### src/rtl/roi_block_selector.sv
module roi_block_selector #(
  parameter int TILE_COL_W = 5,
  parameter int TILE_ROW_W = 4
) (
  input  logic                  clk,
  input  logic                  rst_n,
  input  logic                  host_we,
  input  logic [TILE_COL_W-1:0] host_tile_col,
  input  logic [TILE_ROW_W-1:0] host_tile_row,
  input  logic                  host_code_bit,
  input  logic                  host_q_bit,
  output logic                  host_ready,
  input  logic                  frame_start,
  input  logic                  frame_end,
  input  logic [1:0]            frame_type,
  input  logic                  frame_qmap_en,
  input  logic                  blk_valid,
  input  logic [TILE_COL_W+1:0] blk_col,
  input  logic [TILE_ROW_W+1:0] blk_row,
  output logic                  res_valid,
  output logic                  res_coded,
  output logic                  res_qsel
);
  localparam int TILES = 1 << (TILE_COL_W + TILE_ROW_W);
  localparam int IDX_W = TILE_COL_W + TILE_ROW_W;
  localparam logic [1:0] FT_MAP = 2'd2;

  logic [TILES-1:0] code_map, q_map;
  logic             in_frame, cur_qen;
  logic [1:0]       cur_type;

  wire [IDX_W-1:0] wr_idx = {host_tile_row, host_tile_col};
  wire [IDX_W-1:0] rd_idx = {blk_row[TILE_ROW_W+1:2], blk_col[TILE_COL_W+1:2]};
  wire             wr_ok  = host_we && !in_frame;
  wire             lookup = blk_valid && in_frame;

  assign host_ready = !in_frame;

  always_ff @(posedge clk) begin
    if (!rst_n) begin
      in_frame <= 1'b0;
      cur_type <= 2'd0;
      cur_qen  <= 1'b0;
    end else if (frame_start) begin
      in_frame <= 1'b1;
      cur_type <= frame_type;
      cur_qen  <= frame_qmap_en;
    end else if (frame_end) begin
      in_frame <= 1'b0;
    end
  end

  always_ff @(posedge clk) begin
    if (!rst_n) begin
      code_map <= '0;
      q_map    <= '0;
    end else if (wr_ok) begin
      code_map[wr_idx] <= host_code_bit;
      q_map[wr_idx]    <= host_q_bit;
    end
  end

  always_ff @(posedge clk) begin
    if (!rst_n) begin
      res_valid <= 1'b0;
      res_coded <= 1'b0;
      res_qsel  <= 1'b0;
    end else begin
      res_valid <= lookup;
      if (lookup) begin
        res_coded <= (cur_type == FT_MAP) ? code_map[rd_idx] : 1'b1;
        res_qsel  <= cur_qen & q_map[rd_idx];
      end
    end
  end
endmodule

### config.mk
export PLATFORM = sky130hd
export DESIGN_NAME = roi_block_selector
export DESIGN_NICKNAME = d
export VERILOG_FILES = /design/src/rtl/roi_block_selector.sv
export SDC_FILE = /design/constraint.sdc
export NUM_CORES = 2
export LEC_CHECK = 0
export BUFFER_PORTS_ARGS = -buffer_cell sky130_fd_sc_hd__buf_2
export CAP_MARGIN = 20
export CORE_MARGIN = 10
export CORE_UTILIZATION = 49
export CTS_CLUSTER_DIAMETER = 50
export DETAILED_ROUTE_END_ITERATION = 8
export SKIP_CTS_REPAIR_TIMING = 1
export SYNTH_ARGS = -nofsm -noshare
export SYNTH_HDL_FRONTEND = slang
export SYNTH_SLANG_ARGS = --single-unit
### constraint.sdc
create_clock -name clk -period 4.5 [get_ports clk]
set_input_delay 0.225 -clock clk [delete_from_list [all_inputs] [get_ports clk]]
set_output_delay 0.225 -clock clk [all_outputs]
set_load 0.005 [all_outputs]
==> run metrics <==
status finished, violations left; violated checks negative hold slack; Seq. cell area ~21,000 um^2; Register-to-Register Path Depth 8; synthesized area 50,400 um^2; final core occ a little under three fifths; Worst Max-Slew Pin Slew roughly 1.2 ns; Final Critical Period between 2 and 3 ns; fin crit share around 60%; Synth Warn # 0; CP Class flop to flop; flop-to-flop setup slack ~1.8 ns; hold slack final -0.0370 ns; slew margin rel. between 15 and 20%; crit start category flop; Max Used Layer met5; largest area contributor in the netlist dfxtp_1; Peak Freq approximately 0.37 GHz; asr flop ratio synth 0%; Required @ worst endpoint ~5.2 ns; Min-Delay Path Depth 3; Die ar. 116,000 um^2; Arrival @ worst endpoint 3.40 ns; HP Class input pin to flop; Avg Inst Size Synth around 9 um^2; MaxCap Viol Count 0; Area growth, synth to finish 11.4%; routed wire length 156,000 um; via count ~41k; Clock Skew between 0.02 and 0.025 ns; initial antenna violation count 9; 1st-pass router iterations 5; drt initial violations 4,231; number of distinct library cells after synthesis 67; CTS tree yes; worst r2r dst q_map[389]; most common cell in the netlist nand2_1; RSZ-0062 raised after global routing false; largest net degree at the start of global routing about 200; Vias/cell between 5 and 6; Worst-path clk slew approximately 0.060 ns; H-Tree Depth 4; vias in the first global route between 30k and 40k; FILL cells 9,308; DRC 0; Hold Startpoint frame_start; Slew Viols, Final 0; HPWL after DPL 93,900 um; Core Region around 100,000 um^2; Clock Tree Buf Depth 3; top cells by area, synth dfxtp_1 (41%), a21boi_0 (9.6%), mux4_2 (9.4%); met3 routed WL roughly 12,000 um; initial cell density of the core 49.4%; footprint of the multi-input gates roughly 27,000 um^2; port bufs 32; crit path setup slack, layout between 1.5 and 2 ns; Primary FF master, synth dfxtp_1; Worst IR Drop VDD between 0.0003 and 0.0004 V; Worst Hold Path EP cur_type[0]; Wirelength per Cell about 23 um; routability cong. between 0.8 and 0.9; row count 117; Setup TNS 0 ns; Setup violations, final 0; post-route ant nets 0; Synth top area share 40.9%; grt total ovfl 0; WL met2 roughly 70,000 um; total power about 0.021 W; wire length on met1 between 70,000 and 80,000 um; Post-synth EDFFs 0; fin nets 5,392; CTS Sinks a little over 1k; crit end category flop; LEAKAGE approximately 19 nW; Power Dens Cells 382 nW/um^2; Horiz. Die Dim 341 um; aggregate global-route resource usage 25.9%; #FFs+latches synth 1,031; Setup WS pre-CTS 1.20 ns; post-synth net total about 5.6k; io pins 37; cts bufs inserted between 100 and 150; chip height about 340 um; top cells by count, synth nand2_1 (1,078), dfxtp_1 (1,031), a21boi_0 (642), clkbuf_1 (427), mux2i_1 (406); root buf cell clkbuf_16; endpoints failing hold 2; Seq/Total Area, Yosys about two fifths; RR Startpoint in_frame; first-pass GRT wire length around 240,000 um; clock latency on the worst-skew pair around 0.74 ns; Post-Syn Instances between 5k and 6k; ratio of cells with drive above 1 in the final layout 12.1%; crit-path max FO 14
-- where the power goes --
| part | switching [W] | total (W) | internal, W | leakage (nW) |
|---|---|---|---|---|
| Combinational | 0.000841 | 0.00121 | 0.000372 | 8.89 |
| Sequential | 0.00000738 | 0.00915 | 0.00914 | 8.30 |
| Clock | 0.00421 | 0.0111 | 0.00688 | 2.26 |
| Total | 0.00506 | 0.0215 | 0.0164 | 19.5 |
-- state kept, by name, indices dropped and copies added (netlist names) --
| register | flops |
|---|---|
| cur_type | 2 |
| q_map | 512 |
| res_coded | 1 |
| code_map | 512 |
| res_qsel | 1 |
| cur_qen | 1 |
| res_valid | 1 |
| in_frame | 1 |
-- how the worst max path moves through the flow --
stage,from,to,depth (start not counted)
global placement,blk_col[2],res_coded,9
global route,in_frame,code_map[223],7
floorplan,blk_col[2],res_qsel,11
CTS,in_frame,code_map[204],6
finish,in_frame,q_map[389],8
detailed placement,blk_col[2],res_coded,9
-- cell families (layout without fill, tap and decap cells) --
logic type | Yosys count | count (layout) | synth area share (%)
compound gates | 1173 | 1173 | 15.8
buf+inv | 557 | 427 | 4.93
flops | 1031 | 1031 | 40.9
mux | 652 | 652 | 18.9
other cells | 0 | 5 | 0
simple gates | 2181 | 2181 | 19.5
-- layout by cell type, fill, tap and decap left out, types with 13 or more instances in the layout --
cell       netlist  routed
a21boi_1        40      40
o21ai_0        322     322
nand2_1       1078    1076
o221ai_1        21      21
mux2i_1        406     406
bufinv_16        0      15
a21boi_0       642     642
mux4_1          19      19
clkbuf_16        0     139
nand2b_1        13      13
clkbuf_8         2      22
clkinv_2         0      24
nor2_1         257     241
mux4_2         211     211
nor2b_1        366     361
a21oi_1         35      35
dfxtp_1       1031    1031
a22oi_1         55      55
nand3_1        397     393
nor3_1          21      17
buf_4           10     114
buf_12           6      25
buf_2           40      26
clkbuf_1       427      20
mux2_2          15      15
-- worst max-delay path, stage by stage (launching register included) --
cell     delay [ns]
dfxtp_1        0.35
nor2b_1        0.22
nand2_1        0.10
or2_1          0.33
nor2_4         0.83
buf_4          0.38
nand2_1        0.13
mux2i_1        0.14
nor2b_1        0.17
-- stage by stage --
stage	std cells	area [um^2]
after floorplan	5594	50400
after global placement	6579	51400
after detailed placement	6579	51400
after CTS	6820	56000
after global routing	6835	56200
final	6837	56200
-- layer usage --
layer / track usage (%) / vias up
li1: - / 19100
met1: 36.7 / 20100
met2: 39.7 / 1314
met3: 4.86 / 244
met4: 7.88 / 4
met5: 0 / -
-- final cells by class --
type	instances	share of cell area [%]
Multi-Input combinational cell	4006	48.9
Sequential cell	1031	36.7
Clock buffer	181	6.86
Timing Repair Buffer	181	3.08
Tap cell	1368	3.05
Clock inverter	60	1.35
Inverter	5	0.0334
Antenna cell	5	0.0223
No activity file was read; power rests on OpenSTA's default activity.
